File: src/rtl/cfgb_pkg.sv
package cfgb_pkg;

   typedef enum logic [1:0] {
      SZ_BYTE = 2'd0,
      SZ_HALF = 2'd1,
      SZ_WORD = 2'd2
   } cpu_size_e;

   typedef enum logic [1:0] {
      ST_IDLE  = 2'd0,
      ST_ISSUE = 2'd1,
      ST_WAIT  = 2'd2
   } brg_state_e;

   localparam int unsigned BUS_DW = 32;

   function automatic logic [2:0] size_bytes(input logic [1:0] code);
      case (code)
         SZ_BYTE: size_bytes = 3'd1;
         SZ_HALF: size_bytes = 3'd2;
         default: size_bytes = 3'd4;
      endcase
   endfunction

   function automatic logic [BUS_DW-1:0] size_mask(input logic [1:0] code);
      case (code)
         SZ_BYTE: size_mask = 32'h0000_00FF;
         SZ_HALF: size_mask = 32'h0000_FFFF;
         default: size_mask = 32'hFFFF_FFFF;
      endcase
   endfunction

   function automatic logic [BUS_DW-1:0] swap_sized(input logic [BUS_DW-1:0] d,
                                                    input logic [1:0] code);
      case (code)
         SZ_BYTE: swap_sized = d;
         SZ_HALF: swap_sized = {16'h0000, d[7:0], d[15:8]};
         default: swap_sized = {d[7:0], d[15:8], d[23:16], d[31:24]};
      endcase
   endfunction

endpackage

File: src/rtl/cfgb_index_reg.sv
module cfgb_index_reg #(
   parameter int unsigned ADDR_W = 32,
   parameter int unsigned EN_BIT = 31
) (
   input  logic              clk,
   input  logic              rst_n,
   input  logic              wr_en,
   input  logic [ADDR_W-1:0] wr_data,
   output logic [ADDR_W-1:0] value,
   output logic              enabled
);

   generate
      if (EN_BIT >= ADDR_W) begin : g_bad_en_bit
         $error("cfgb_index_reg: EN_BIT must lie inside ADDR_W");
      end
   endgenerate

   logic [ADDR_W-1:0] idx_q;

   always_ff @(posedge clk) begin
      if (!rst_n) begin
         idx_q <= '0;
      end else if (wr_en) begin
         idx_q <= wr_data;
      end
   end

   assign value   = idx_q;
   assign enabled = idx_q[EN_BIT];


   idx_hold_chk: assert property (@(posedge clk) disable iff (!rst_n)
      !wr_en |=> $stable(value));

endmodule

File: src/rtl/cfgb_req_former.sv
module cfgb_req_former
   import cfgb_pkg::*;
#(
   parameter int unsigned ADDR_W     = 32,
   parameter int unsigned DATA_W     = 32,
   parameter bit          BIG_ENDIAN = 1'b0
) (
   input  logic [ADDR_W-1:0] idx_value,
   input  logic              we,
   input  logic [1:0]        lo,
   input  logic [1:0]        size,
   input  logic [DATA_W-1:0] wdata,
   output logic [ADDR_W-1:0] fwd_addr,
   output logic [2:0]        fwd_size,
   output logic [DATA_W-1:0] fwd_wdata
);

   localparam int unsigned LO_W = 2;

   logic              merge_lo;
   logic [DATA_W-1:0] masked;

   always_comb begin
      merge_lo  = !(we && (size_bytes(size) == 3'd4));
      fwd_addr  = idx_value;
      if (merge_lo) begin
         fwd_addr[LO_W-1:0] = idx_value[LO_W-1:0] | lo;
      end
      fwd_size  = size_bytes(size);
      masked    = wdata & size_mask(size);
   end

   generate
      if (BIG_ENDIAN) begin : g_swap
         assign fwd_wdata = swap_sized(masked, size);
      end else begin : g_plain
         assign fwd_wdata = masked;
      end
   endgenerate

endmodule

File: src/rtl/cfgb_rsp_former.sv
module cfgb_rsp_former
   import cfgb_pkg::*;
#(
   parameter int unsigned DATA_W     = 32,
   parameter bit          BIG_ENDIAN = 1'b0
) (
   input  logic [DATA_W-1:0] raw,
   input  logic [1:0]        size,
   output logic [DATA_W-1:0] shaped,
   output logic [DATA_W-1:0] closed_value
);

   logic [DATA_W-1:0] masked;

   assign masked       = raw & size_mask(size);
   assign closed_value = size_mask(size);

   generate
      if (BIG_ENDIAN) begin : g_swap
         assign shaped = swap_sized(masked, size);
      end else begin : g_plain
         assign shaped = masked;
      end
   endgenerate

endmodule

File: src/rtl/cfg_port_bridge.sv
module cfg_port_bridge
   import cfgb_pkg::*;
#(
   parameter int unsigned ADDR_W     = 32,
   parameter int unsigned DATA_W     = 32,
   parameter int unsigned EN_BIT     = 31,
   parameter bit          BIG_ENDIAN = 1'b0
) (
   input  logic              clk,
   input  logic              rst_n,
   input  logic              cpu_req_valid,
   output logic              cpu_req_ready,
   input  logic              cpu_req_we,
   input  logic              cpu_req_sel,
   input  logic [1:0]        cpu_req_lo,
   input  logic [1:0]        cpu_req_size,
   input  logic [DATA_W-1:0] cpu_req_wdata,
   output logic              cpu_rsp_valid,
   output logic [DATA_W-1:0] cpu_rsp_data,
   output logic              cfg_req_valid,
   input  logic              cfg_req_ready,
   output logic              cfg_req_we,
   output logic [ADDR_W-1:0] cfg_req_addr,
   output logic [2:0]        cfg_req_size,
   output logic [DATA_W-1:0] cfg_req_wdata,
   input  logic              cfg_rsp_valid,
   input  logic [DATA_W-1:0] cfg_rsp_data
);

   localparam int unsigned SIZE_W = 2;

   generate
      if (DATA_W != BUS_DW) begin : g_bad_data_w
         $error("cfg_port_bridge: DATA_W must be 32");
      end
      if (ADDR_W != DATA_W) begin : g_bad_addr_w
         $error("cfg_port_bridge: ADDR_W must equal DATA_W");
      end
   endgenerate

   brg_state_e          state_q;
   logic                accept;
   logic                idx_wr;
   logic [ADDR_W-1:0]   idx_value;
   logic                idx_enabled;

   logic [ADDR_W-1:0]   fwd_addr;
   logic [2:0]          fwd_size;
   logic [DATA_W-1:0]   fwd_wdata;

   logic                req_we_q;
   logic [ADDR_W-1:0]   req_addr_q;
   logic [2:0]          req_size_q;
   logic [DATA_W-1:0]   req_wdata_q;
   logic [SIZE_W-1:0]   rd_code_q;

   logic [DATA_W-1:0]   rsp_shaped;
   logic [DATA_W-1:0]   closed_value;
   logic                rsp_valid_q;
   logic [DATA_W-1:0]   rsp_data_q;

   assign accept = cpu_req_valid && (state_q == ST_IDLE);
   assign idx_wr = accept && !cpu_req_sel && cpu_req_we;

   cfgb_index_reg #(
      .ADDR_W (ADDR_W),
      .EN_BIT (EN_BIT)
   ) i_index (
      .clk     (clk),
      .rst_n   (rst_n),
      .wr_en   (idx_wr),
      .wr_data (cpu_req_wdata[ADDR_W-1:0]),
      .value   (idx_value),
      .enabled (idx_enabled)
   );

   cfgb_req_former #(
      .ADDR_W     (ADDR_W),
      .DATA_W     (DATA_W),
      .BIG_ENDIAN (BIG_ENDIAN)
   ) i_req_former (
      .idx_value (idx_value),
      .we        (cpu_req_we),
      .lo        (cpu_req_lo),
      .size      (cpu_req_size),
      .wdata     (cpu_req_wdata),
      .fwd_addr  (fwd_addr),
      .fwd_size  (fwd_size),
      .fwd_wdata (fwd_wdata)
   );

   // Closed-window answer uses the live CPU size; device data uses the stored one.
   logic [1:0] shape_code;
   assign shape_code = (state_q == ST_IDLE) ? cpu_req_size : rd_code_q;

   cfgb_rsp_former #(
      .DATA_W     (DATA_W),
      .BIG_ENDIAN (BIG_ENDIAN)
   ) i_rsp_former (
      .raw          (cfg_rsp_data),
      .size         (shape_code),
      .shaped       (rsp_shaped),
      .closed_value (closed_value)
   );

   always_ff @(posedge clk) begin
      if (!rst_n) begin
         state_q     <= ST_IDLE;
         req_we_q    <= 1'b0;
         req_addr_q  <= '0;
         req_size_q  <= 3'd0;
         req_wdata_q <= '0;
         rd_code_q   <= '0;
         rsp_valid_q <= 1'b0;
         rsp_data_q  <= '0;
      end else begin
         rsp_valid_q <= 1'b0;
         case (state_q)
            ST_IDLE: begin
               if (accept) begin
                  if (!cpu_req_sel) begin
                     if (!cpu_req_we) begin
                        rsp_valid_q <= 1'b1;
                        rsp_data_q  <= DATA_W'(idx_value);
                     end
                  end else if (!idx_enabled) begin
                     if (!cpu_req_we) begin
                        rsp_valid_q <= 1'b1;
                        rsp_data_q  <= closed_value;
                     end
                  end else begin
                     state_q     <= ST_ISSUE;
                     req_we_q    <= cpu_req_we;
                     req_addr_q  <= fwd_addr;
                     req_size_q  <= fwd_size;
                     req_wdata_q <= cpu_req_we ? fwd_wdata : '0;
                     rd_code_q   <= cpu_req_size;
                  end
               end
            end
            ST_ISSUE: begin
               if (cfg_req_ready) begin
                  state_q <= req_we_q ? ST_IDLE : ST_WAIT;
               end
            end
            ST_WAIT: begin
               if (cfg_rsp_valid) begin
                  rsp_valid_q <= 1'b1;
                  rsp_data_q  <= rsp_shaped;
                  state_q     <= ST_IDLE;
               end
            end
            default: state_q <= ST_IDLE;
         endcase
      end
   end

   assign cpu_req_ready = (state_q == ST_IDLE);
   assign cpu_rsp_valid = rsp_valid_q;
   assign cpu_rsp_data  = rsp_data_q;
   assign cfg_req_valid = (state_q == ST_ISSUE);
   assign cfg_req_we    = req_we_q;
   assign cfg_req_addr  = req_addr_q;
   assign cfg_req_size  = req_size_q;
   assign cfg_req_wdata = req_wdata_q;


   req_hold_chk: assert property (@(posedge clk) disable iff (!rst_n)
      cfg_req_valid && !cfg_req_ready |=> cfg_req_valid && $stable(cfg_req_addr)
         && $stable(cfg_req_wdata) && $stable(cfg_req_size) && $stable(cfg_req_we));


   req_enabled_chk: assert property (@(posedge clk) disable iff (!rst_n)
      cfg_req_valid |-> cfg_req_addr[EN_BIT]);


   req_size_legal_chk: assert property (@(posedge clk) disable iff (!rst_n)
      cfg_req_valid |-> ($countones(cfg_req_size) == 1));


   single_outstanding_chk: assert property (@(posedge clk) disable iff (!rst_n)
      cfg_req_valid |-> !cpu_req_ready);


   word_write_addr_chk: assert property (@(posedge clk) disable iff (!rst_n)
      cfg_req_valid && cfg_req_we && (cfg_req_size == 3'd4)
         |-> (cfg_req_addr == idx_value));

endmodule

File: config.mk
export PLATFORM = sky130hd
export DESIGN_NAME = cfg_port_bridge
export DESIGN_NICKNAME = d
export VERILOG_FILES = /design/src/rtl/cfgb_pkg.sv /design/src/rtl/cfgb_index_reg.sv /design/src/rtl/cfgb_req_former.sv /design/src/rtl/cfgb_rsp_former.sv /design/src/rtl/cfg_port_bridge.sv
export SDC_FILE = /design/constraint.sdc
export NUM_CORES = 1
export LEC_CHECK = 0
export ABC_AREA = 0
export CORE_UTILIZATION = 50
export DETAILED_ROUTE_END_ITERATION = 10
export PLACE_DENSITY = 0.83
export SKIP_CTS_REPAIR_TIMING = 1
export SYNTH_ARGS = -nofsm -noshare
export SYNTH_HDL_FRONTEND = slang
export SYNTH_SLANG_ARGS = --single-unit
File: constraint.sdc
create_clock -name clk -period 3 [get_ports clk]
set_input_delay 0.45 -clock clk [delete_from_list [all_inputs] [get_ports clk]]
set_output_delay 0.45 -clock clk [all_outputs]
set_load 0.03 [all_outputs]
### Word level (Yosys, flattened, before mapping)

Index checks and enable logic that the tools add are counted.

| storage, ports and cells | value |
|---|---|
| register bits | 137 |
| input port bits | 75 |
| output and inout port bits | 103 |
| word-level logic and storage cells | 63 |

| cells by class | value |
|---|---|
| eq/ne operators | 13 |
| mux-type cells | 26 |
| bitwise operators | 3 |
| reduce and logical (&&, ||, !) cells | 12 |

Operator list:

| kind | count |
|---|---|
| two-way mux 32 bit | 7 |
| case mux 32 bit (2 select lines) | 3 |
| AND 32 bit | 2 |
| two-way mux 2 bit | 8 |
| inequality test 2 x 1 -> 1 bit, second input constant | 4 |
| equality test 2 x 1 -> 1 bit, second input constant | 3 |
| zero test 2 bit | 3 |
| inequality test 3 x 2 -> 1 bit, second input constant | 2 |
| case mux 2 bit (3 select lines) | 1 |
| case mux 3 bit (2 select lines) | 1 |
| AND reduction 6 bit | 1 |
| two-way mux 1 bit | 5 |
| AND reduction 5 bit | 1 |
| logical AND 1 bit | 4 |
| AND reduction 4 bit | 1 |
| equality test 3 bit, second input constant | 1 |
| inequality test 3 bit, second input constant | 1 |
| equality test 2 bit, second input constant | 1 |
| inequality test 2 bit, second input constant | 1 |
| OR 2 bit | 1 |
| case mux 1 bit (2 select lines) | 1 |
| nonzero test 2 bit | 1 |
| zero test 1 bit | 1 |

### Depth between registers and ports, before layout

| logic depth | value |
|---|---|
| word-level depth | 9 |
| mapped depth | 7 |
| gate-level depth less buffers | 4 |

### By module

A second synthesis with hierarchy kept.

| second synthesis, totals | value |
|---|---|
| cells, all modules | 807 |
| area, all modules | 7445.9 um2 |

By module, submodules not included:

| module | instances | cells each | area an instance (um2) | seq. area each (um2) |
|---|---|---|---|---|
| cfg_port_bridge | 1 | 565 | 5217.5 | 2102.0 |
| cfgb_index_reg | 1 | 104 | 1251.2 | 640.6 |
| cfgb_req_former | 1 | 70 | 494.2 | 0.0 |
| cfgb_rsp_former | 1 | 68 | 483.0 | 0.0 |

### Worst setup path after synthesis

Ideal clock, no wire load.

| path | value |
|---|---|
| path kind | input-to-reg |
| start point | input cpu_req_valid |
| end point | register req_addr_q[10] (netlist: cfg_req_addr[10]) |
| arrival | 1.619 ns |
| required time | 2.878 ns |
| slack | 1.259 ns |
| stages on the path | 7 |
| buffers on the path | 3 |
| path through | or3b_1 > or2_1 > clkbuf_1 > buf_2 > buf_2 > nand2_1 > a21boi_0 |

| on the way | value |
|---|---|
| cells in the longest elaborated chain, start to end | 2 |

RTL lines:

| element | RTL line | text |
|---|---|---|
| from (decl) | cfg_port_bridge.sv:11 | `input logic cpu_req_valid,` |
| logical AND 1 bit | cfg_port_bridge.sv:62 | `assign accept = cpu_req_valid && (state_q == ST_IDLE);` |
| AND reduction 4 bit (no line) | - |  |
| to (signal assigned) | cfg_port_bridge.sv:134 | `req_addr_q <= fwd_addr;` |
| to (decl) | cfg_port_bridge.sv:52 | `logic [ADDR_W-1:0] req_addr_q;` |

No other way between the ends.
A chain may end at the register's enable or synchronous reset.

### Final worst setup path

| path | value |
|---|---|
| start point | register state_q[0] |
| end point | output cfg_req_valid |

| on the way | value |
|---|---|
| cells in the longest elaborated chain, start to end | 1 |

RTL lines:

| element | RTL line | text |
|---|---|---|
| from (decl) | cfg_port_bridge.sv:41 | `brg_state_e state_q;` |
| from (signal assigned) | cfg_port_bridge.sv:143 | `state_q <= req_we_q ? ST_IDLE : ST_WAIT;` |
| equality test 2 x 1 -> 1 bit | cfg_port_bridge.sv:161 | `assign cfg_req_valid = (state_q == ST_ISSUE);` |
| to (decl) | cfg_port_bridge.sv:20 | `output logic cfg_req_valid,` |

No other way between the ends.

==> results.yml <==
sta:
  fmax_mhz: 410
  fin_tns_setup_ns: 0
  relSlewSlack: 0.382
  skew_ns: 0.00926
  finalHoldViolCount: 0
  fin_ws_ns: 0.563
  rsz0062_at_grt: "no"
  fin_crit_sh: 0.812
  slew_violations: 0
  finalCriticalPeriod_ns: 2.44
  setup_viol: 0
  tightest_slew_ns: 0.927
detailed_routing:
  vias: 5361
  drc: 0
  finalWirelength_um: 16300
  antenna_left: 0
  wire_per_inst_um: 16.6
  vias_per_cell: 5.46
  drtIter0Drc: 322
  first_pass_iters: 5
global_route:
  grt_pass1_vias: 5222
  grt_antenna_before_repair: 0
  grt_pass1_wl_um: 26000
  grt_max_degree: 111
  grt_overflow: 0
  gr-usage-all-layers: 0.290
die:
  io_pins: 178
  die_width_um: 107
  dieArea_sq_um: 11400
  die_h_um: 107
  core_sq_um: 10500
  rows: 37
  start_util: 0.524
power:
  ir_drop_uv: 359
  leakage_uw: 0.00274
  power.density_nw_per_um2: 535
yosys:
  synth_edf_count: 0
  yosys.area_share.simple: 0.226
  ys_seq_elements: 137
  synth_largest_area_cell: "dfxtp_1"
  synth_area_leaders: "dfxtp_1, nand2_1, a21boi_0, a22oi_1, nand3_1"
  seq_area_frac_synth: 0.498
  synth_mux_area_frac: 0
  syn_area_sq_um: 5510
  synthesis.nets: 748
  synth_cells: 673
  ys_types: 33
  synth_common_cells: "nand2_1, dfxtp_1, a21boi_0, clkbuf_1, nand3_1"
  netlist.area_leader.share: 0.498
  post_synth.cell_area_avg_sq_um: 8.19
  synthXorXnorAreaFrac: 0
  async_flop_share: 0
  yosysWarnings: 0
  synth_compound_area_frac: 0.236
  yosysMostFrequentCell: "nand2_1"
  ys.flop_type: "dfxtp_1"
  synth_fa_ha_area_frac: 0
  synth_top_family_by_area: "compound AO/OA/AOI/OAI gates"
hold_path:
  holdPathStages: 2
  hold_class: "register to register"
setup_path:
  critPathLaunchType: "register"
  critical_path_arrival_ns: 1.99
  critPathMaxFanout: 11
  reg2reg_to: "cfg_req_wdata[2]$_SDFFE_PN0P_"
  reg2reg_slack_ns: 0.93
  r2r-start: "state_q[0]$_SDFFE_PN0P_"
  critPathCapture: "cfg_req_valid"
  reg2regPathDepth: 5
  required_ns: 2.55
  crit_start: "state_q[0]$_SDFFE_PN0P_"
  setup.worst_path.class: "register to primary output"
  endpoint_kind: "primary output"
clock_network:
  cts.reportedPaths.clkPinSlew_ns: 0.06
  cts_buffers: 17
  clockBufferDepth: 2
  clock_latency_ns: 0.51
  cts_tree: "done"
  htree_levels: 4
  ctsRootBufferMaster: "clkbuf_8"
  cts.sinks: 137
cells_and_area:
  multi_input_area_sq_um: 2560
  antenna_cells: 0
  drive_gt1_frac: 0.0639
  utilization: 0.756
  seqCellArea_sq_um: 2740
  syn2layout_area_growth_pct: 44.2
  fin_nets: 907
  fillers: 775
  postLayoutCellArea_sq_um: 7950
placed_design:
  pre_cts_ws_ns: 0.401
  place.detailed.hpwl_um: 11600
  gp_congestion: 0.833
  portBuffers: 177
  placed_area_sq_um: 7380
status:
  status: "finished, final reports clean"
flow_run:
  max_cap_viol_count: 0
[metrics by stage]
step	hold slack (ns)	total power, uW	instances
after floorplan	0.443	2110	673
after global placement	0.444	2310	949
after detailed placement	0.452	2320	949
after CTS	0.465	4260	981
after global routing	0.481	4380	981
final	0.462	4250	981
[cell type report]
type,count,area share
multi-input cells,481,0.322
clock buffers,17,0.0521
clock inverters,15,0.0184
repair buffers,194,0.240
flip-flops and latches,137,0.345
well taps,136,0.0214
inverters,1,0.000472
[how the worst min path moves through the flow]
stage | startpoint | end | slack, ns
2_1_floorplan | rd_code_q[0]$_SDFFE_PN0P_ | rd_code_q[0]$_SDFFE_PN0P_ | 0.44
3_3_place_gp | cfg_req_size[0]$_SDFFE_PN0P_ | cfg_req_size[0]$_SDFFE_PN0P_ | 0.44
3_5_place_dp | cfg_req_size[0]$_SDFFE_PN0P_ | cfg_req_size[0]$_SDFFE_PN0P_ | 0.45
4_1_cts | cpu_rsp_data[0]$_SDFFE_PN0P_ | cpu_rsp_data[0]$_SDFFE_PN0P_ | 0.47
5_1_grt | cpu_rsp_data[0]$_SDFFE_PN0P_ | cpu_rsp_data[0]$_SDFFE_PN0P_ | 0.48
6_report | cpu_rsp_data[1]$_SDFFE_PN0P_ | cpu_rsp_data[1]$_SDFFE_PN0P_ | 0.46
[cell families after synthesis]
family	Yosys count
DFF	137
and+or+nand+nor	295
buffers and inverters	55
AOI/OAI and AO/OA	186
[registers in the layout, indices dropped and copies added, names as in the netlist]
register       flops
cfg_req_wdata     32
cpu_rsp_valid      1
state_q            2
cpu_rsp_data      32
i_index.value     32
cfg_req_we         1
cfg_req_addr      32
rd_code_q          2
cfg_req_size       3
[cells in the final DEF (no fill, tap or decap), types with 2 or more instances in the layout]
| cell type | Yosys | routed |
|---|---|---|
| inv_6 | 0 | 10 |
| o211a_1 | 2 | 2 |
| nand3_1 | 33 | 33 |
| nor3_1 | 2 | 2 |
| o31ai_1 | 16 | 16 |
| dfxtp_1 | 137 | 137 |
| clkdlybuf4s50_1 | 0 | 176 |
| a21boi_1 | 6 | 6 |
| a21oi_1 | 30 | 30 |
| inv_8 | 0 | 3 |
| o21ai_0 | 10 | 10 |
| o21a_1 | 3 | 3 |
| nand2_1 | 214 | 214 |
| and2_1 | 2 | 2 |
| a21boi_0 | 84 | 84 |
| a22oi_1 | 24 | 24 |
| nor2_1 | 14 | 13 |
| nand2b_1 | 2 | 2 |
| clkbuf_16 | 0 | 16 |
| o211ai_1 | 8 | 8 |
| nor2b_1 | 19 | 19 |
| buf_4 | 0 | 17 |
[where the power goes]
part	internal, uW	switching (uW)
Combinational	190	200
Sequential	1860	32.1
Clock	1070	902
[layer usage]
| metal | share of wire | vias to the layer above | track usage |
|---|---|---|---|
| met3 | 0.063 | 29 | 0.0529 |
| li1 | - | 2593 | - |
| met4 | 0.021 | 0 | 0.116 |
| met5 | 0 | - | 0 |
| met1 | 0.45 | 2522 | 0.393 |
| met2 | 0.47 | 217 | 0.458 |
[worst max-delay path, cell delays in order, from the launching register on]
cell	delay (ns)
dfxtp_1	0.51
nor2b_1	0.25
clkdlybuf4s50_1	0.72
(Power assumes the default switching activity.)
